[src/rtl/aligner_pkg.sv]
package aligner_pkg;

    // Alignment history: HUNT until a comma is emitted on a boundary.
    typedef enum logic [0:0] {
        ST_HUNT   = 1'b0,
        ST_LOCKED = 1'b1
    } align_state_t;

    localparam int unsigned DEF_WORD_W  = 10;
    localparam int unsigned DEF_COMMA_W = 7;
    // Bit i is the i-th received bit: received order 0,0,1,1,1,1,1.
    localparam logic [DEF_COMMA_W-1:0] DEF_COMMA = 7'b1111100;

endpackage

[src/rtl/rx_shift_window.sv]
module rx_shift_window #(
    parameter int unsigned WORD_W = 10
) (
    input  logic              clk,
    input  logic              rst,
    input  logic              rx_bit,
    output logic [WORD_W-1:0] window
);

    // Newest bit enters at the top; window[0] is the oldest of the last WORD_W.
    always_ff @(posedge clk) begin
        if (rst) begin
            window <= '0;
        end else begin
            window <= {rx_bit, window[WORD_W-1:1]};
        end
    end

endmodule

[src/rtl/comma_matcher.sv]
module comma_matcher #(
    parameter int unsigned             COMMA_W   = 7,
    parameter logic [COMMA_W-1:0]      COMMA_PAT = 7'b1111100,
    parameter bit                      MATCH_INV = 1'b1
) (
    input  logic [COMMA_W-1:0] head,
    output logic               hit
);

    logic pos_hit;
    assign pos_hit = (head == COMMA_PAT);

    generate
        if (MATCH_INV) begin : g_both_pol
            logic neg_hit;
            assign neg_hit = (head == ~COMMA_PAT);
            assign hit     = pos_hit | neg_hit;
        end else begin : g_one_pol
            assign hit = pos_hit;
        end
    endgenerate

endmodule

[src/rtl/boundary_counter.sv]
module boundary_counter #(
    parameter int unsigned WORD_W = 10,
    localparam int unsigned CNT_W = $clog2(WORD_W + 1)
) (
    input  logic clk,
    input  logic rst,
    input  logic restart,
    output logic at_bnd
);

    logic [CNT_W-1:0] cnt;

    // cnt = number of bits of the current word held in the window.
    always_ff @(posedge clk) begin
        if (rst) begin
            cnt <= '0;
        end else if (restart) begin
            cnt <= CNT_W'(1);
        end else begin
            cnt <= cnt + CNT_W'(1);
        end
    end

    assign at_bnd = (cnt == CNT_W'(WORD_W));

    AST_CNT_IN_RANGE: assert property (@(posedge clk) disable iff (rst)
        cnt <= CNT_W'(WORD_W)) else $error("bit counter past word size");

    AST_BND_SPACED: assert property (@(posedge clk) disable iff (rst)
        at_bnd |=> !at_bnd) else $error("boundary on consecutive clocks");

endmodule

[src/rtl/comma_byte_aligner.sv]
module comma_byte_aligner
    import aligner_pkg::*;
#(
    parameter int unsigned          WORD_W    = DEF_WORD_W,
    parameter int unsigned          COMMA_W   = DEF_COMMA_W,
    parameter logic [COMMA_W-1:0]   COMMA_PAT = DEF_COMMA
) (
    input  logic              clk,
    input  logic              rst,
    input  logic              rx_bit,
    input  logic              align_en,
    output logic [WORD_W-1:0] rx_word,
    output logic              rx_word_valid,
    output logic              comma_seen
);

    align_state_t     state, state_nxt;
    logic [WORD_W-1:0] window;
    logic             hit;
    logic             at_bnd;
    logic             realign_ok;
    logic             take_word;
    logic             acquire;

    rx_shift_window #(.WORD_W(WORD_W)) u_window (
        .clk    (clk),
        .rst    (rst),
        .rx_bit (rx_bit),
        .window (window)
    );

    comma_matcher #(
        .COMMA_W   (COMMA_W),
        .COMMA_PAT (COMMA_PAT),
        .MATCH_INV (1'b1)
    ) u_match (
        .head (window[COMMA_W-1:0]),
        .hit  (hit)
    );

    boundary_counter #(.WORD_W(WORD_W)) u_bnd (
        .clk     (clk),
        .rst     (rst),
        .restart (take_word),
        .at_bnd  (at_bnd)
    );

    // Realignment allowed when enabled, or once while still hunting.
    assign realign_ok = align_en || (state == ST_HUNT);
    assign take_word  = at_bnd || (hit && realign_ok);
    assign acquire    = hit && take_word;

    always_comb begin
        state_nxt = state;
        unique case (state)
            ST_HUNT:   state_nxt = acquire ? ST_LOCKED : ST_HUNT; // ACQUIRE
            ST_LOCKED: state_nxt = ST_LOCKED;                    // HOLD
        endcase
    end

    always_ff @(posedge clk) begin
        if (rst) begin
            state <= ST_HUNT;
        end else begin
            state <= state_nxt;
        end
    end

    always_ff @(posedge clk) begin
        if (rst) begin
            rx_word       <= '0;
            rx_word_valid <= 1'b0;
            comma_seen    <= 1'b0;
        end else begin
            rx_word_valid <= take_word;
            comma_seen    <= acquire;
            if (take_word) begin
                rx_word <= window;
            end
        end
    end

    AST_SEEN_WITH_VALID: assert property (@(posedge clk) disable iff (rst)
        comma_seen |-> rx_word_valid) else $error("comma pulse without word");

    AST_SEEN_IS_COMMA: assert property (@(posedge clk) disable iff (rst)
        comma_seen |-> (rx_word[COMMA_W-1:0] == COMMA_PAT ||
                        rx_word[COMMA_W-1:0] == ~COMMA_PAT))
        else $error("comma pulse on non-comma word");

    AST_EN_REALIGNS: assert property (@(posedge clk) disable iff (rst)
        (align_en && hit) |=> (rx_word_valid && comma_seen))
        else $error("enabled comma not aligned");

    AST_LOCKED_NO_MOVE: assert property (@(posedge clk) disable iff (rst)
        (state == ST_LOCKED && !align_en && hit && !at_bnd) |=> !rx_word_valid)
        else $error("locked aligner moved");

    AST_LOCK_STICKY: assert property (@(posedge clk) disable iff (rst)
        (state == ST_LOCKED) |=> (state == ST_LOCKED))
        else $error("history flag cleared without reset");

endmodule

[config.mk]
export PLATFORM = sky130hd
export DESIGN_NAME = comma_byte_aligner
export DESIGN_NICKNAME = d
export VERILOG_FILES = /design/src/rtl/aligner_pkg.sv /design/src/rtl/rx_shift_window.sv /design/src/rtl/comma_matcher.sv /design/src/rtl/boundary_counter.sv /design/src/rtl/comma_byte_aligner.sv
export SDC_FILE = /design/constraint.sdc
export NUM_CORES = 1
export LEC_CHECK = 0
export BUFFER_PORTS_ARGS = -buffer_cell sky130_fd_sc_hd__clkbuf_2
export CAP_MARGIN = 10
export CORE_UTILIZATION = 50
export DETAILED_ROUTE_END_ITERATION = 16
export PLACE_DENSITY = 0.7
export SLEW_MARGIN = 5
export SYNTH_ARGS = -nofsm -noshare
export SYNTH_HDL_FRONTEND = slang
export SYNTH_SLANG_ARGS = --single-unit
[constraint.sdc]
create_clock -name clk -period 2.8 [get_ports clk]
set_input_delay 0.56 -clock clk [delete_from_list [all_inputs] [get_ports clk]]
set_output_delay 0.56 -clock clk [all_outputs]
set_load 0.05 [all_outputs]
# After elaboration in Yosys (flattened, before gate mapping)
# Cells that the tools add are included.
# classes
addsub	1
multipliers	0
n_div	0
order_cmp	0
n_eq_ne	3
shift	0
muxes	3
bitwise	2
n_reduce_logical	5
# ops
operator	count
7-bit by 2-bit equality test with 1-bit output (second input constant)	1
7-bit equality test (second input constant)	1
4-bit by 1-bit adder with 4-bit output (second input constant)	1
4-bit equality test (second input constant)	1
1-bit logical AND	2
1-bit logical OR	2
1-bit 2-to-1 mux	2
1-bit case mux with 2 select lines	1
2-bit OR reduction	1
1-bit inverter	1
1-bit bitwise OR	1
# word_totals
reg_bits	27
latch_bits	0
ramBits	0
rom_bits	0
input_bits	4
output_inout_bits	12
wordCells	21
memories	0

# Depth between registers and ports, before layout
# logic_depth
word_depth	7
mapped_depth	7
depth_no_buf	6

# Modules after synthesis
# From an unflattened synthesis, not the netlist that was laid out.
# hier_totals
cells_unflattened	97
area_unflattened_um2	1034.7
# modules_own_cells
module	instances	cells_per_inst	area_per_inst_um2	seq_area_each_um2
comma_byte_aligner	1	53	565.5	260.2
rx_shift_window	1	20	262.8	200.2
boundary_counter	1	18	172.7	80.1
comma_matcher	1	6	33.8	0.0

# Worst setup path after synthesis
# No wires, ideal clock.
# synth_path
path_kind	input-to-reg
start	input port rst
end	register rx_word[4]
setup_ps	127
arrival_time_ps	1451
required_time_ps	2673
path_slack_ps	1222
cell_stages	5
path_buffers	1
cell_sequence	clkbuf_1 -> nor2b_1 -> nand3_1 -> a21boi_0 -> or3b_1
# synth_lines
item	line	text
from (decl)	comma_byte_aligner.sv:9	input logic rst,
to (signal assigned)	comma_byte_aligner.sv:78	rx_word <= window;
to (decl)	comma_byte_aligner.sv:12	output logic [WORD_W-1:0] rx_word,

# Worst setup path in the final report
# layout_path
start	register u_bnd.cnt[0]
end	register rx_word[8]
# layout_between
elab_chain_cells	2
# layout_rtl
item	line	text
from (decl)	boundary_counter.sv:11	logic [CNT_W-1:0] cnt;
from (signal assigned)	boundary_counter.sv:20	cnt <= cnt + CNT_W'(1);
4-bit equality test	boundary_counter.sv:24	assign at_bnd = (cnt == CNT_W'(WORD_W));
1-bit logical OR	comma_byte_aligner.sv:50	assign take_word = at_bnd || (hit && realign_ok);
# Every way passes these cells.
# A chain may end at the register's enable or synchronous reset.

==> results.sh <==
export IMPL_status="completed"
export IMPL_postCtsHoldBufs=0
export IMPL_io_buffers=15
export IMPL_worst_setup_path_start_kind="register"
export IMPL_area_growth_pct=6.41
export IMPL_hp_class="in -> reg"
export IMPL_p_per_area_nw_per_um2=421
export IMPL_clk_path_buf_depth=2
export IMPL_maxCapViolCount=0
export IMPL_ys_warn_count=0
export IMPL_vias_per_cell=5.75
export IMPL_drive_above_1_share_pct=15.2
export IMPL_dp_cells=184
export IMPL_cp_required_ps=3030
export IMPL_cts_tree="yes"
export IMPL_cellLeakagePower_uw=0.000556
export IMPL_avgSynthCellArea_um2=8.78
export IMPL_max_freq_ghz=0.488
export IMPL_dieArea_um2=2820
export IMPL_fin_crit_sh_pct=73.2
export IMPL_cts_made_buffers=3
export IMPL_end_kind="register"
export IMPL_maxSlewViolCount=0
export IMPL_grt_max_degree=30
export IMPL_first_pass_iters=4
export IMPL_cp_max_fo=22
export IMPL_synth_top_area_share_pct=41.3
export IMPL_final_instance_count_excl_fill=188
export IMPL_fin_tns_setup_ps=0
export IMPL_ys_ff_latch=27
export IMPL_grt_ovfl_total=0
export IMPL_die_y_um=53.1
export IMPL_cts_sinks=27
export IMPL_ir_worst_vdd_v=0.000465
export IMPL_synthTopCellsByArea="dfxtp_1 (41%), nor2b_1 (9.6%), nand2_1 (4.9%), or3b_1 (4.7%), a21boi_0 (4.6%)"
export IMPL_drc=0
export IMPL_rsz0062_at_grt="no"
export IMPL_die_w_um=53.1
export IMPL_period_needed_ps=2050
export IMPL_gp_congestion=0.746
export IMPL_synth_distinct_cells=33
export IMPL_diodes=0
export IMPL_pre_cts_slack_ps=782
export IMPL_synth_seq_area_share_pct=41.3
export IMPL_clock_latency_ps=330
export IMPL_relSlewSlack_pct=45.1
export IMPL_routedWlPerCell_um=14.5
export IMPL_grt_pass1_vias=999
export IMPL_ant_nets=0
export IMPL_coreArea_um2=2480
export IMPL_num_io_pins=16
export IMPL_critPathArrivalTime_ps=2280
export IMPL_wl_um=2730
export IMPL_worstMarginPinSlew_ps=821
export IMPL_p_total_uw=586
export IMPL_cts_htree_levels=1
export IMPL_post_cts_buffers=0
export IMPL_timing_final_ws_setup_ps=749
export IMPL_hold_violations=0
export IMPL_cts_root_buf="clkbuf_4"
export IMPL_antenna_found_initial=0
export IMPL_cts_resized=0
export IMPL_vias=1081
export IMPL_clock_skew_final_ps=8.77
export IMPL_syn_nets=155
export IMPL_nets=165
export IMPL_critical_path_class="reg -> reg"
export IMPL_timing_hold_ws_ps=437
export IMPL_dp_hpwl_um=1710
export IMPL_drtIter0Drc=22
export IMPL_clk_pin_slew_ps=150
export IMPL_setup_viol=0
export IMPL_grt_pass1_wl_um=4370
export IMPL_grt_use_total_pct=21.7
export IMPL_num_rows=18
export IMPL_yosysTopAreaCell="dfxtp_1"
export IMPL_fillers=236
export IMPL_syn_area_um2=1310
export IMPL_synth_cells=149
export IMPL_initial_core_util_pct=52.8
## power by group
group / total, uW / internal (uW) / leakage (uW) / switching [uW]
Combinational: 19.8 / 7.92 / 0.000322 / 11.9
Sequential: 394 / 390 / 0.000219 / 3.92
Clock: 172 / 55.8 / 0.0000150 / 116
Total: 586 / 454 / 0.000556 / 132
## worst paths after layout
kind,startpoint,endpoint,slack (ps),cells after the start
worst max-delay path,u_bnd.cnt[0],rx_word[8],750,6
worst min-delay path,rx_bit,u_window.window[9],440,2
worst max register to register,u_bnd.cnt[0],rx_word[8],750,6
worst min register to register,u_window.window[8],u_window.window[7],490,1
## per-layer routing
| layer | GRT usage [%] | part of all wire [%] | vias up |
|---|---|---|---|
| li1 | - | - | 546 |
| met1 | 25.9 | 51 | 514 |
| met2 | 37.8 | 45 | 17 |
| met3 | 6.03 | 2.9 | 4 |
| met4 | 5.70 | 0.84 | 0 |
| met5 | 0 | 0 | - |
## placed cells by master, fill, tap and decap left out, types with 2 or more instances in the layout
| cell type | n |
|---|---|
| dfxtp_1 | 27 |
| nor2b_1 | 20 |
| nand2_1 | 17 |
| clkbuf_2 | 15 |
| nand3_1 | 11 |
| a21oi_1 | 9 |
| nor3_1 | 8 |
| a21boi_0 | 8 |
| or3b_1 | 7 |
| nor4_1 | 4 |
| o211ai_1 | 4 |
| clkbuf_4 | 3 |
| a31oi_1 | 2 |
| nor3b_1 | 2 |
| ha_1 | 2 |
| buf_4 | 2 |
## critical path, stage by stage (launching register included)
cell      delay (ps)
dfxtp_1          360
inv_1             60
ha_1             150
nand3b_1         570
nand3_1          250
a21boi_0         210
or3b_1           350
## synthesized netlist by cell type
master	instances
nand4_1	1
o211ai_1	4
or4b_4	1
buf_6	2
xor2_1	1
nor4b_1	1
clkbuf_1	7
xnor2_1	1
inv_1	1
nor2_1	1
ha_1	2
nand4b_1	1
a21boi_0	8
nor4b_2	1
dfxtp_1	27
nor3_1	8
or3b_1	7
a21oi_2	1
a21oi_1	9
nand3b_1	1
nand2_1	17
clkbuf_8	1
and4b_1	1
buf_1	2
nand2b_1	1
a31oi_1	2
and3b_1	1
nor4_1	4
nor3b_1	2
nor2b_1	20
nand3_1	11
a221oi_2	1
o21ai_0	1
## metrics by stage
step | cell area, um2 | util [%]
3_3_place_gp | 1370 | 55.1
4_1_cts | 1390 | 56.2
3_5_place_dp | 1370 | 55.1
2_1_floorplan | 1310 | -
6_report | 1390 | 56.2
5_1_grt | 1390 | 56.2
## logic make-up after synthesis
family,after synthesis,share of synthesized area (%)
AOI/OAI and AO/OA,26,13.5
xor gates and xnor gates,2,1.34
buffers and inverters,13,5.65
adders and majority gates,2,1.91
DFF,27,41.3
and+or+nand+nor,79,36.3
## state kept, by name, summed over array words and instances, names as in the netlist
| name | count |
|---|---|
| rx_word_valid | 1 |
| comma_seen | 1 |
| state | 1 |
| u_window.window | 10 |
| rx_word | 10 |
| u_bnd.cnt | 4 |
## cell type report
type	count	area, um2	share of cell area [%]
Clock buffer	4	26.3	1.89
Multi-Input combinational cell	109	693	49.8
Timing Repair Buffer	17	90.1	6.47
Tap cell	30	37.5	2.70
Inverter	1	3.75	0.270
Sequential cell	27	541	38.8
Note: power is estimated with default switching activity, not from simulation.
